`src/rtl/fseq_pkg.sv`:
```
package fseq_pkg;

  typedef enum logic [2:0] {
    OP_RDSR   = 3'd0,
    OP_RDID   = 3'd1,
    OP_WRSR   = 3'd2,
    OP_SERASE = 3'd3,
    OP_CERASE = 3'd4,
    OP_PROG8  = 3'd5,
    OP_PROG32 = 3'd6,
    OP_WRDIS  = 3'd7
  } fop_e;

  typedef enum logic [2:0] {
    PH_IDLE, PH_WREN, PH_EWSR, PH_CMD, PH_POLL, PH_FINAL, PH_DONE
  } phase_e;

  localparam int TX_BYTES = 7;
  localparam int RX_BYTES = 2;
  localparam int ADDR_W   = 24;
  localparam int DATA_W   = 32;

  localparam logic [7:0] OPC_WREN  = 8'h06;
  localparam logic [7:0] OPC_WRDI  = 8'h04;
  localparam logic [7:0] OPC_RDSR  = 8'h05;
  localparam logic [7:0] OPC_EWSR  = 8'h50;
  localparam logic [7:0] OPC_WRSR  = 8'h01;
  localparam logic [7:0] OPC_RDID  = 8'h90;
  localparam logic [7:0] OPC_SE    = 8'h20;
  localparam logic [7:0] OPC_CE    = 8'hC7;
  localparam logic [7:0] OPC_PROG  = 8'h02;

endpackage

```
`src/rtl/fseq_frame.sv`:
```
module fseq_frame
  import fseq_pkg::*;
(
  input  phase_e                    phase,
  input  fop_e                      op,
  input  logic [ADDR_W-1:0]         addr,
  input  logic [DATA_W-1:0]         data,
  input  logic [1:0]                idx,
  input  logic                      split,
  output logic [7:0]                opcode,
  output logic [2:0]                tx_cnt,
  output logic [1:0]                rx_cnt,
  output logic [8*TX_BYTES-1:0]     tx_data
);

  logic [7:0]        b [TX_BYTES];
  logic [ADDR_W-1:0] badr;
  logic [DATA_W-1:0] dsh;

  assign badr = addr + ADDR_W'(idx);
  assign dsh  = data >> {idx, 3'b000};

  always_comb begin
    opcode = 8'h00;
    tx_cnt = 3'd0;
    rx_cnt = 2'd0;
    for (int k = 0; k < TX_BYTES; k++) b[k] = 8'h00;
    unique case (phase)
      PH_WREN: opcode = OPC_WREN;
      PH_EWSR: opcode = OPC_EWSR;
      PH_POLL, PH_FINAL: begin
        opcode = OPC_RDSR; tx_cnt = 3'd1; rx_cnt = 2'd1;
      end
      PH_CMD: begin
        unique case (op)
          OP_RDSR: begin opcode = OPC_RDSR; tx_cnt = 3'd1; rx_cnt = 2'd1; end
          OP_RDID: begin opcode = OPC_RDID; tx_cnt = 3'd3; rx_cnt = 2'd2; end
          OP_WRSR: begin opcode = OPC_WRSR; tx_cnt = 3'd1; b[0] = data[7:0]; end
          OP_WRDIS: opcode = OPC_WRDI;
          OP_CERASE: opcode = OPC_CE;
          OP_SERASE: begin
            opcode = OPC_SE; tx_cnt = 3'd3;
            b[0] = addr[23:16]; b[1] = addr[15:8]; b[2] = addr[7:0];
          end
          OP_PROG8, OP_PROG32: begin
            opcode = OPC_PROG;
            b[0] = badr[23:16]; b[1] = badr[15:8]; b[2] = badr[7:0];
            if (op == OP_PROG32 && !split) begin
              tx_cnt = 3'd7;
              b[3] = data[7:0];   b[4] = data[15:8];
              b[5] = data[23:16]; b[6] = data[31:24];
            end else begin
              tx_cnt = 3'd4;
              b[3] = dsh[7:0];
            end
          end
          default: ;
        endcase
      end
      default: ;
    endcase
  end

  for (genvar k = 0; k < TX_BYTES; k++) begin : g_pack
    assign tx_data[8*k +: 8] = b[k];
  end

endmodule

```
`src/rtl/fseq_poll.sv`:
```
module fseq_poll #(
  parameter int POLL_LIMIT = 4096
) (
  input  logic clk,
  input  logic rst_n,
  input  logic clr,
  input  logic busy_seen,
  output logic give_up
);

  localparam int CW = $clog2(POLL_LIMIT + 1);

  logic [CW-1:0] cnt;

  assign give_up = busy_seen && (cnt == CW'(POLL_LIMIT - 1));

  always_ff @(posedge clk) begin
    if (!rst_n)                 cnt <= '0;
    else if (clr)               cnt <= '0;
    else if (busy_seen && !give_up) cnt <= cnt + 1'b1;
  end

  // the busy-read count never runs past the limit
  p_poll_bound_r12: assert property (@(posedge clk) disable iff (!rst_n)
    cnt < CW'(POLL_LIMIT));

endmodule

```
`src/rtl/fseq_ctrl.sv`:
```
module fseq_ctrl
  import fseq_pkg::*;
(
  input  logic                 clk,
  input  logic                 rst_n,
  input  logic                 req_valid,
  output logic                 req_ready,
  input  logic [2:0]           req_op,
  input  logic [ADDR_W-1:0]    req_addr,
  input  logic [DATA_W-1:0]    req_data,
  input  logic                 split_word,
  output logic                 eng_req_valid,
  input  logic                 eng_req_ready,
  input  logic                 eng_done,
  input  logic [8*RX_BYTES-1:0] eng_rx_data,
  input  logic                 give_up,
  output logic                 poll_clr,
  output logic                 busy_seen,
  output phase_e               phase,
  output fop_e                 op_q,
  output logic [ADDR_W-1:0]    addr_q,
  output logic [DATA_W-1:0]    data_q,
  output logic [1:0]           idx,
  output logic                 split_q,
  output logic                 done,
  output logic                 err,
  output logic [8*RX_BYTES-1:0] rsp_data
);

  logic waiting;
  logic accept;
  logic fin;
  fop_e req_op_e;

  assign req_op_e      = fop_e'(req_op);
  assign req_ready     = (phase == PH_IDLE);
  assign accept        = req_valid && req_ready;
  assign eng_req_valid = (phase != PH_IDLE) && (phase != PH_DONE) && !waiting;
  assign fin           = waiting && eng_done;
  assign busy_seen     = fin && (phase == PH_POLL) && eng_rx_data[0];
  assign poll_clr      = fin && (phase == PH_CMD);
  assign done          = (phase == PH_DONE);

  always_ff @(posedge clk) begin
    if (!rst_n) begin
      phase    <= PH_IDLE;
      op_q     <= OP_RDSR;
      addr_q   <= '0;
      data_q   <= '0;
      idx      <= '0;
      split_q  <= 1'b0;
      waiting  <= 1'b0;
      err      <= 1'b0;
      rsp_data <= '0;
    end else if (accept) begin
      op_q     <= req_op_e;
      addr_q   <= req_addr;
      data_q   <= req_data;
      split_q  <= split_word;
      idx      <= '0;
      err      <= 1'b0;
      rsp_data <= '0;
      unique case (req_op_e)
        OP_SERASE, OP_CERASE, OP_PROG8, OP_PROG32: phase <= PH_WREN;
        OP_WRSR: phase <= PH_EWSR;
        default: phase <= PH_CMD;
      endcase
    end else if (phase == PH_DONE) begin
      phase <= PH_IDLE;
    end else if (fin) begin
      waiting <= 1'b0;
      unique case (phase)
        PH_WREN, PH_EWSR: phase <= PH_CMD;
        PH_CMD: begin
          if (op_q == OP_RDSR) begin
            rsp_data <= {8'h00, eng_rx_data[7:0]};
            phase    <= PH_DONE;
          end else if (op_q == OP_RDID) begin
            rsp_data <= eng_rx_data;
            phase    <= PH_DONE;
          end else if (op_q == OP_WRDIS) begin
            phase <= PH_DONE;
          end else begin
            phase <= PH_POLL;
          end
        end
        PH_POLL: begin
          if (!eng_rx_data[0]) begin
            if (op_q == OP_WRSR) phase <= PH_FINAL;
            else if (op_q == OP_PROG32 && split_q && idx != 2'd3) begin
              idx   <= idx + 2'd1;
              phase <= PH_WREN;
            end else phase <= PH_DONE;
          end else if (give_up) begin
            err   <= 1'b1;
            phase <= PH_DONE;
          end
        end
        PH_FINAL: begin
          rsp_data <= {8'h00, eng_rx_data[7:0]};
          phase    <= PH_DONE;
        end
        default: ;
      endcase
    end else if (eng_req_valid && eng_req_ready) begin
      waiting <= 1'b1;
    end
  end

  // completion is a single-cycle pulse
  p_done_pulse_r11: assert property (@(posedge clk) disable iff (!rst_n)
    done |=> !done);

  // an accepted request closes the request channel
  p_accept_closes_r1: assert property (@(posedge clk) disable iff (!rst_n)
    accept |=> !req_ready);

  // the error flag only rises together with completion
  p_err_at_done_r12: assert property (@(posedge clk) disable iff (!rst_n)
    $rose(err) |-> done);

  // after a command is taken, no new command appears before completion
  p_single_outstanding_r13: assert property (@(posedge clk) disable iff (!rst_n)
    (eng_req_valid && eng_req_ready) |=> !eng_req_valid);

endmodule

```
`src/rtl/flash_op_seq.sv`:
```
module flash_op_seq
  import fseq_pkg::*;
#(
  parameter int POLL_LIMIT = 4096
) (
  input  logic        clk,
  input  logic        rst_n,
  input  logic        req_valid,
  output logic        req_ready,
  input  logic [2:0]  req_op,
  input  logic [23:0] req_addr,
  input  logic [31:0] req_data,
  input  logic        split_word,
  output logic        done,
  output logic        err,
  output logic [15:0] rsp_data,
  output logic        eng_req_valid,
  input  logic        eng_req_ready,
  output logic [7:0]  eng_opcode,
  output logic [2:0]  eng_tx_cnt,
  output logic [1:0]  eng_rx_cnt,
  output logic [55:0] eng_tx_data,
  input  logic        eng_done,
  input  logic [15:0] eng_rx_data
);

  phase_e            phase;
  fop_e              op_q;
  logic [ADDR_W-1:0] addr_q;
  logic [DATA_W-1:0] data_q;
  logic [1:0]        idx;
  logic              split_q;
  logic              give_up, poll_clr, busy_seen;

  fseq_ctrl u_ctrl (
    .clk, .rst_n, .req_valid, .req_ready, .req_op, .req_addr, .req_data,
    .split_word, .eng_req_valid, .eng_req_ready, .eng_done, .eng_rx_data,
    .give_up, .poll_clr, .busy_seen, .phase, .op_q, .addr_q, .data_q,
    .idx, .split_q, .done, .err, .rsp_data
  );

  fseq_frame u_frame (
    .phase, .op(op_q), .addr(addr_q), .data(data_q), .idx, .split(split_q),
    .opcode(eng_opcode), .tx_cnt(eng_tx_cnt), .rx_cnt(eng_rx_cnt),
    .tx_data(eng_tx_data)
  );

  fseq_poll #(.POLL_LIMIT(POLL_LIMIT)) u_poll (
    .clk, .rst_n, .clr(poll_clr), .busy_seen, .give_up
  );

  // a stalled command keeps every field steady
  p_cmd_hold_r13: assert property (@(posedge clk) disable iff (!rst_n)
    (eng_req_valid && !eng_req_ready) |=> (eng_req_valid && $stable(eng_opcode)
      && $stable(eng_tx_cnt) && $stable(eng_rx_cnt) && $stable(eng_tx_data)));

endmodule

```
`config.mk`:
```
export PLATFORM = sky130hd
export DESIGN_NAME = flash_op_seq
export DESIGN_NICKNAME = d
export VERILOG_FILES = /design/src/rtl/fseq_pkg.sv /design/src/rtl/fseq_frame.sv /design/src/rtl/fseq_poll.sv /design/src/rtl/fseq_ctrl.sv /design/src/rtl/flash_op_seq.sv
export SDC_FILE = /design/constraint.sdc
export NUM_CORES = 1
export LEC_CHECK = 0
export BUFFER_PORTS_ARGS = -buffer_cell sky130_fd_sc_hd__buf_2
export CORE_AREA = 2 2 120 122
export CTS_BUF_LIST = sky130_fd_sc_hd__clkbuf_4
export CTS_CLUSTER_SIZE = 12
export DETAILED_ROUTE_END_ITERATION = 8
export DIE_AREA = 0 0 122 124
export MAX_ROUTING_LAYER = met4
export PLACE_DENSITY = 0.61
export SYNTH_ARGS = -nofsm -noshare
export SYNTH_HDL_FRONTEND = slang
export SYNTH_SLANG_ARGS = --single-unit
export TNS_END_PERCENT = 5
```
`constraint.sdc`:
```
create_clock -name clk -period 2.7 [get_ports clk]
set_clock_uncertainty 0.2 [all_clocks]
set_input_delay 0.135 -clock clk [delete_from_list [all_inputs] [get_ports clk]]
set_output_delay 0.135 -clock clk [all_outputs]
set_load 0.01 [all_outputs]
```
# --- Word-level counts from Yosys, hierarchy flattened ---
# Cells that the tools add are included.
word_totals:
  wordCells: 108
  regBits: 96
  inputBits: 81
  output_inout_bits: 89
op_classes:
  reduce_logical: 36
  shift: 1
  n_bitwise: 5
  n_eq_ne: 23
  addsub: 3
  muxes: 30
ops:
  columns: ["cell", "n"]
  rows:
  - ["one-hot mux 16 bit (2 select lines)", 2]
  - ["two-way mux 56 bit", 1]
  - ["one-hot mux 8 bit (7 select lines)", 1]
  - ["two-way mux 16 bit", 2]
  - ["two-way mux 32 bit", 1]
  - ["one-hot mux 8 bit (4 select lines)", 1]
  - ["right shift 32 x 5 -> 8 bit", 1]
  - ["== test 3 bit, second input constant", 10]
  - ["two-way mux 3 bit", 9]
  - ["adder 24 x 2 -> 24 bit", 1]
  - ["two-way mux 24 bit", 1]
  - ["one-hot mux 8 bit (3 select lines)", 1]
  - ["== test 3 x 2 -> 1 bit, second input constant", 6]
  - ["OR reduction 2 bit", 7]
  - ["adder 13 x 1 -> 13 bit, second input constant", 1]
  - ["== test 13 x 12 -> 1 bit, second input constant", 1]
  - ["logical AND 1 bit", 13]
  - ["one-hot mux 2 bit (2 select lines)", 3]
  - ["one-hot mux 3 bit (4 select lines)", 1]
  - ["one-hot mux 3 bit (3 select lines)", 1]
  - ["two-way mux 8 bit", 1]
  - ["== test 3 x 1 -> 1 bit, second input constant", 2]
  - ["zero test 3 bit", 2]
  - ["!= test 3 bit, second input constant", 2]
  - ["16 further kinds", 27]

# --- Depth between registers and ports, before layout ---
# Gate-level depths: netlist (run 1).
logic_depth:
  ltp_word: 10
  mapped_depth: 8
  mapped_depth_nobuf: 7

# --- Modules after synthesis ---
# From an unflattened synthesis (run 1), not the netlist that was laid out.
hier_totals:
  cells_unflattened: 723
  area_unflattened_um2: 5360.1
by_module_without_submodules:
  columns: ["mod", "instances", "area_per_inst_um2", "seq_area_each_um2", "cells_per_inst"]
  rows:
  - ["fseq_ctrl", 1, 3189.3, 1661.6, 401]
  - ["fseq_frame", 1, 1524.0, 0.0, 246]
  - ["fseq_poll", 1, 646.9, 260.2, 76]

# --- Worst setup path after synthesis (run 1) ---
# OpenSTA, ideal clock, no wires.
synth_path:
  path_kind: "reg-to-output"
  start: "register u_ctrl.idx[0]"
  end: "output eng_tx_data[4]"
  path_buffers: 0
  t_required_ns: 2.365
  setup_slack_ns: 0.536
  path_stages_with_launch: 8
  arrival_time_ns: 1.829
  path_cell_list: "dfxtp_1 -> ha_1 -> fa_1 -> nand4_1 -> nor4_2 -> nand3_1 -> xor2_1 -> o22ai_1"
synth_via:
  elab_chain_len: 3
synth_lines:
  columns: ["item", "line_no", "source"]
  rows:
  - ["from (decl)", "fseq_ctrl.sv:23", "output logic [1:0] idx,"]
  - ["from (signal assigned)", "fseq_ctrl.sv:91", "idx <= idx + 2'd1;"]
  - ["adder 24 x 2 -> 24 bit", "fseq_frame.sv:20", "assign badr = addr + ADDR_W'(idx);"]
  - ["one-hot mux 8 bit (3 select lines)", "fseq_frame.sv:35", "unique case (op)"]
  - ["two-way mux 56 bit", "fseq_frame.sv:28", "unique case (phase)"]
  - ["to (decl)", "flash_op_seq.sv:22", "output logic [55:0] eng_tx_data,"]
# Every way passes these cells.

# --- Final worst setup path (run 1) ---
layout_path:
  start: "register u_ctrl.idx[0]"
  end: "output eng_tx_data[12]"
layout_via:
  elab_chain_len: 3
layout_lines:
  columns: ["item", "line_no"]
  rows:
  - ["adder 24 x 2 -> 24 bit", "fseq_frame.sv:20"]
  - ["one-hot mux 16 bit (2 select lines)", "fseq_frame.sv:35"]
  - ["two-way mux 56 bit", "fseq_frame.sv:28"]
# Every way passes these cells.

==> impl_metrics.env, run 1 <==
export IMPL_grt_usage_pct=22.8
export IMPL_crit_family="adder cells"
export IMPL_cts_sinks=96
export IMPL_post_route_period_util_pct=99.8
export IMPL_slew_violations=0
export IMPL_ant_nets=0
export IMPL_first_iter_violations=325
export IMPL_ys_types=64
export IMPL_p_comb_share_pct=32.4
export IMPL_p_leak_uw=0.00315
export IMPL_setup_slack_ns=0.00489
export IMPL_fmaxAchievable_mhz=371
export IMPL_max_stage_delay_ns=0.36
export IMPL_power_density_nw_per_um2=535
export IMPL_ys_flop_type="dfxtp_1"
export IMPL_dpl_hpwl_um=11300
export IMPL_met1_usage_pct=29.3
export IMPL_pre_cts_ws_ns=0.209
export IMPL_numCtsBuffers=9
export IMPL_final_layout_size_suffix_gt1_share_pct=27.0
export IMPL_setup_viol=0
export IMPL_start_util_pct=38.3
export IMPL_pwr_share_clk_pct=22.3
export IMPL_p_int_uw=2520
export IMPL_grt_ovfl_total=0
export IMPL_synth_avg_cell_area_sq_um=7.42
export IMPL_end_kind="primary output"
export IMPL_routed_via_density=5.13
export IMPL_p_total_uw=3980
export IMPL_cp_required_ns=2.37
export IMPL_critPathKind="reg2out"
export IMPL_htreeDepth=3
export IMPL_wl_um=16900
export IMPL_rsz0062_at_grt="yes"
export IMPL_cp_cell_sequence="ha_4 -> fa_2 -> nand4_1 -> buf_4 -> nor2_4 -> and3_1 -> o221a_2 -> buf_6"
export IMPL_wl_per_cell_um=14.8
export IMPL_vdd_ir_drop_worst_mv=0.351
export IMPL_rows=43
export IMPL_antenna_found_initial=0
export IMPL_ios=170
export IMPL_core_area_sq_um=13700
export IMPL_io_buffers=168
export IMPL_hp_class="in2reg"
export IMPL_drv_cap=0
export IMPL_synth_edf_count=0
export IMPL_power_switching_uw=1460
export IMPL_grt_pass1_wl_um=26900
export IMPL_die_h_um=124
export IMPL_first_pass_iters=5
export IMPL_switching_share_pct=36.6
export IMPL_worstPathMaxFanout=5
export IMPL_ctsLongestPathBuffers=2
export IMPL_synth_async_reset_ratio_pct=0
export IMPL_yosys_area_top_type="dfxtp_1"
export IMPL_critPathSlowestCell="dfxtp_2"
export IMPL_synth_top_area_share_pct=36.5
export IMPL_outcome="completed"
export IMPL_yosys_register_bits=96
export IMPL_grt_busiest_layer="met2"
export IMPL_synth_nets=795
export IMPL_timing_max_slew_rel_slack_pct=55.0
export IMPL_grt_max_degree=61
export IMPL_grtUsageMet3_pct=3.11
export IMPL_syn_inst=709
export IMPL_ys_warn_count=0
export IMPL_crit_arrival_ns=2.36
export IMPL_vias=5830
export IMPL_nets=1037
export IMPL_placed_cell_area_sq_um=6270
export IMPL_timing_final_crit_period_ns=2.70
export IMPL_synth_cell_area_sq_um=5260
export IMPL_worstMarginPinSlew_ns=0.674
export IMPL_drc=0
export IMPL_grtUsageMet2_pct=37.0
export IMPL_finalInstanceArea_sq_um=7450
export IMPL_area_growth_pct=41.7
export IMPL_path_buf_inv=2
export IMPL_seqPwrFrac_pct=45.3
export IMPL_die_w_um=122
export IMPL_whs_ns=0.0603
export IMPL_gp_congestion=0.875
export IMPL_path_clk_slew_ns=0.14
export IMPL_die_area_sq_um=15100
export IMPL_grt_pass1_vias=5524
export IMPL_n_antenna_cell=0
export IMPL_tritoncts="yes"
export IMPL_synthTopCellsByArea="dfxtp_1, nand2_1, a21oi_1"
export IMPL_clk_latency_ns=0.47
export IMPL_critPathLaunchType="flip-flop"
export IMPL_ys_seq_area_share_pct=36.5
export IMPL_hold_violations=0
export IMPL_cts_root_buffer="clkbuf_4"
## synth_stat cells, types with 6 or more instances
cell type	count
o22ai_1	7
clkbuf_1	25
nand3_1	27
nand2_1	173
o21ai_0	27
a22oi_1	10
mux2_2	8
xnor2_1	6
buf_2	18
nor2_1	48
xor2_1	16
dfxtp_1	96
nor2b_1	6
nor3_1	8
mux2i_1	8
and2_1	25
and3_1	9
a21oi_1	100
nand4_1	11
## per-stage QoR
stage	setup TNS [ns]	utilization (%)	std cells
finish	0	54.3	1136
global route	-1.29	54.3	1136
CTS	-0.0227	53.9	1135
detailed placement	0	45.7	1026
global placement	0	45.7	1026
floorplan	0	-	709
## power groups by stage
| stage | clock network [uW] | logic (uW) | registers (uW) |
|---|---|---|---|
| after floorplan | 0 | 831 | 1730 |
| after global placement | 0 | 1160 | 1820 |
| after detailed placement | 0 | 1160 | 1820 |
| after CTS | 911 | 1290 | 1800 |
| after global routing | 960 | 1430 | 1840 |
| final | 887 | 1290 | 1810 |
## per-layer routing
metal,share of wire (%),up-vias
met5,0,-
met4,2.0,0
met3,5.7,25
met2,47,199
met1,45,2673
li1,-,2933
## area by class of cell
class                           count  area (sq um)
Fill cell                        1357          6270
Multi-Input combinational cell    559          3180
Sequential cell                    96          1940
Timing Repair Buffer              280          1920
Tap cell                          180           225
Clock inverter                      7          95.1
Clock buffer                        9          67.6
Inverter                            5          22.5
## placed cells by master (no fill, tap or decap), drive strengths merged, types with 9 or more instances in the layout
cell type,count
a22oi,10
clkbuf,9
buf,192
dlygate4sd3,88
nand4,13
nand2,173
nor2,48
and3,9
xor2,16
and2,25
nand3,27
o21ai,28
dfxtp,96
a21oi,100
## registers in the layout, summed over array words and instances, names as in the netlist
signal,cells
u_ctrl.data_q,32
u_ctrl.addr_q,24
u_ctrl.rsp_data,16
u_poll.cnt,13
u_ctrl.op_q,3
u_ctrl.phase,3
u_ctrl.idx,2
u_ctrl.err,1
u_ctrl.split_q,1
u_ctrl.waiting,1
## worst min-delay path, delay by kind of cell
family                 cells  cell delay, ns
AO/OA/AOI/OAI              3            0.40
buffers and inverters      1            0.11
AND/OR/NAND/NOR            1            0.04
## kinds of logic (layout without fill, tap and decap cells)
group                      after synthesis  count (layout)  share of synthesized area [%]
buffers and inverters                   54             301                           4.42
xor gates and xnor gates                22              22                           3.66
adders and majority gates                5               5                           1.33
DFF                                     96              96                           36.5
and+or+nand+nor                        338             338                           31.4
other                                    1               1                         0.0713
AOI/OAI and AO/OA                      177             177                           19.3
muxes                                   16              16                           3.24
## path summary, 6_finish.rpt
kind	from	slack, ns	cells past startpoint	end
max	u_ctrl.idx[0]	0.005	8	eng_tx_data[12]
min	req_valid	0.06	5	u_ctrl.phase[1]
max reg2reg	u_ctrl.phase[0]	0.22	7	u_ctrl.addr_q[7]
min reg2reg	u_poll.cnt[12]	0.25	2	u_poll.cnt[12]
## repair_timing
item	CTS	global route
hold buffers	88	0
hold endpoints to repair	93	0
endpoints found under the setup margin	42	60
pin swaps	11	3
resized for setup	13	23
setup buffers	5	1
No activity file was read; power rests on OpenSTA's default activity.
==> inputs of run 2 (changes only) <==
--- a/config.mk
+++ b/config.mk
@@ -6,13 +6,14 @@
 export NUM_CORES = 1
 export LEC_CHECK = 0
 export BUFFER_PORTS_ARGS = -buffer_cell sky130_fd_sc_hd__buf_2
-export CORE_AREA = 2 2 120 122
+export CAP_MARGIN = 0
+export CORE_AREA = 2 2 106 108
 export CTS_BUF_LIST = sky130_fd_sc_hd__clkbuf_4
 export CTS_CLUSTER_SIZE = 12
 export DETAILED_ROUTE_END_ITERATION = 8
-export DIE_AREA = 0 0 122 124
+export DIE_AREA = 0 0 108 110
 export MAX_ROUTING_LAYER = met4
-export PLACE_DENSITY = 0.61
+export PLACE_DENSITY = 0.84
 export SYNTH_ARGS = -nofsm -noshare
 export SYNTH_HDL_FRONTEND = slang
 export SYNTH_SLANG_ARGS = --single-unit
==> run 2 against run 1 <==
The run now ends with setup timing left. Cell count shrank 3.5%. Global-route usage grew 6.7 points. Total power shrank 5.5%. Worst setup slack lost 0.095 ns. Die area shrank 21%. Sequential power shrank 2%. Wire length grew 2.5%. Design area shrank 1.8%. Combinational power grew 4%. Critical path type unchanged. Largest power group unchanged.
==> impl_metrics.env, run 2 (synthesis gave the netlist of run 1 again) <==
export IMPL_wl_per_cell_um=15.8
export IMPL_gp_congestion=0.919
export IMPL_drv_cap=0
export IMPL_worstMarginPinSlew_ns=0.695
export IMPL_grt_pass1_vias=5752
export IMPL_r2r_cells=6
export IMPL_fmaxAchievable_mhz=358
export IMPL_end_kind="primary output"
export IMPL_cts_root_buffer="clkbuf_4"
export IMPL_critPathKind="reg2out"
export IMPL_largest_register_ffs=32
export IMPL_vdd_ir_drop_worst_mv=0.302
export IMPL_ctsLongestPathBuffers=2
export IMPL_pre_cts_ws_ns=0.248
export IMPL_slew_violations=0
export IMPL_grt_max_degree=51
export IMPL_nets=1037
export IMPL_worstPathMaxFanout=4
export IMPL_finalInstanceArea_sq_um=7320
export IMPL_hp_class="in2reg"
export IMPL_placed_cell_area_sq_um=6200
export IMPL_timing_final_crit_period_ns=2.79
export IMPL_rows=38
export IMPL_outcome="finished, violations left"
export IMPL_tritoncts="yes"
export IMPL_setup_slack_ns=-0.0902
export IMPL_grt_usage_pct=29.5
export IMPL_pwr_share_clk_pct=17.5
export IMPL_area_growth_pct=39.2
export IMPL_final_common_cell="nand2_1"
export IMPL_switching_share_pct=38.2
export IMPL_final_cell_mix="nand2_1, buf_2, a21oi_1"
export IMPL_ios=170
export IMPL_crit_arrival_ns=2.46
export IMPL_reg2reg_setup_slack_ns=0.22
export IMPL_cp_required_ns=2.37
export IMPL_first_pass_iters=6
export IMPL_die_area_sq_um=11900
export IMPL_largest_register="u_ctrl.data_q"
export IMPL_r2r_end="u_ctrl.addr_q[7]"
export IMPL_post_route_period_util_pct=103
export IMPL_vias=6091
export IMPL_p_comb_share_pct=35.6
export IMPL_max_stage_delay_ns=0.39
export IMPL_seqPwrFrac_pct=46.9
export IMPL_endpoint="eng_tx_data[2]"
export IMPL_rsz0062_at_grt="yes"
export IMPL_timing_max_slew_rel_slack_pct=53.5
export IMPL_clk_latency_ns=0.44
export IMPL_final_util_pct=68.4
export IMPL_power_switching_uw=1440
export IMPL_fillers=859
export IMPL_p_leak_uw=0.00314
export IMPL_routed_via_density=5.56
export IMPL_critPathLaunchType="flip-flop"
export IMPL_ant_nets=0
export IMPL_cp_startpoint="u_ctrl.addr_q[0]"
export IMPL_whs_ns=0.0363
export IMPL_io_buffers=168
export IMPL_final_layout_size_suffix_gt1_share_pct=25.6
export IMPL_drc=0
export IMPL_dpl_hpwl_um=10900
export IMPL_core_area_sq_um=10700
export IMPL_violations="setup timing"
export IMPL_hold_violations=0
export IMPL_rr_startpoint="u_ctrl.phase[1]"
export IMPL_p_total_uw=3760
export IMPL_htreeDepth=3
export IMPL_p_int_uw=2330
export IMPL_grt_pass1_wl_um=27300
export IMPL_grt_ovfl_total=0
export IMPL_antenna_found_initial=0
export IMPL_power_density_nw_per_um2=514
export IMPL_cts_sinks=96
export IMPL_start_util_pct=49.2
export IMPL_first_iter_violations=462
export IMPL_setup_viol=8
export IMPL_critPathSlowestCell="dfxtp_4"
export IMPL_wl_um=17300
export IMPL_reg_top3="u_ctrl.data_q (32), u_ctrl.addr_q (24), u_ctrl.rsp_data (16)"
export IMPL_n_antenna_cell=0
export IMPL_die_h_um=110
export IMPL_die_w_um=108
export IMPL_cp_cell_sequence="ha_4 -> fa_2 -> nand4_1 -> buf_6 -> nor4_4 -> nand3_1 -> xor2_1 -> o22ai_1 -> buf_2"
export IMPL_path_clk_slew_ns=0.15
export IMPL_numCtsBuffers=9
run 2: cell count changes in the layout (fill, tap and decap cells not counted), moves of 3 or more:
cell	delta
clkinv_2	+3
dfxtp_1	+9
dfxtp_2	-9
o21ai_0	+6
o21ai_1	-6
run 2: worst min-delay path by stage:
stage | from | end | depth (start not counted)
6_report | req_valid | u_ctrl.addr_q[10] | 4
4_1_cts | req_valid | u_ctrl.addr_q[10] | 4
5_1_grt | req_valid | u_ctrl.addr_q[10] | 4
3_3_place_gp | req_data[10] | u_ctrl.data_q[10] | 3
2_1_floorplan | req_data[24] | u_ctrl.data_q[24] | 2
3_5_place_dp | req_data[4] | u_ctrl.data_q[4] | 3
run 2: power groups by stage:
stage,clock network [uW],registers [uW],logic (uW)
6_report,660,1770,1340
5_1_grt,745,1790,1470
4_1_cts,674,1760,1300
3_5_place_dp,0,1790,1170
3_3_place_gp,0,1780,1160
2_1_floorplan,0,1730,831
run 2: stage by stage:
| step | cells | setup TNS [ns] |
|---|---|---|
| final | 1096 | -0.292 |
| after global routing | 1096 | -4.23 |
| after CTS | 1090 | -0.0864 |
| after detailed placement | 984 | 0 |
| after global placement | 984 | 0 |
| after floorplan | 709 | 0 |
run 2: layout make-up:
type	instances	area, sq um	share of cell area, %
Sequential cell	96	1930	26.3
Tap cell	140	175	2.39
Clock inverter	7	38.8	0.530
Clock buffer	9	67.6	0.923
Multi-Input combinational cell	559	3170	43.3
Timing Repair Buffer	280	1920	26.2
Inverter	5	22.5	0.308
run 2: critical path: cells and delay by family, from the launching register on:
| family | cells | cell delay [ns] |
|---|---|---|
| compound gates | 1 | 0.12 |
| xor+xnor | 1 | 0.16 |
| fa+ha+maj | 2 | 0.37 |
| buf+inv | 2 | 0.33 |
| flops | 1 | 0.39 |
| simple gates | 3 | 0.66 |
run 2: timing repair:
item / CTS / global route
setup buffers: 2 / 6
hold buffers: 88 / 0
gates cloned: 0 / 0
pin swaps: 1 / 5
gates resized for setup: 6 / 10
endpoints found under the hold margin: 91 / 0
endpoints found under the setup margin: 8 / 27
run 2: metal layers:
metal	up-vias	share of wire [%]	track usage [%]
met1	2833	41	34.8
met5	-	0	-
li1	2936	-	-
met3	42	6.6	4.06
met4	0	2.5	11.4
met2	280	50	51.3
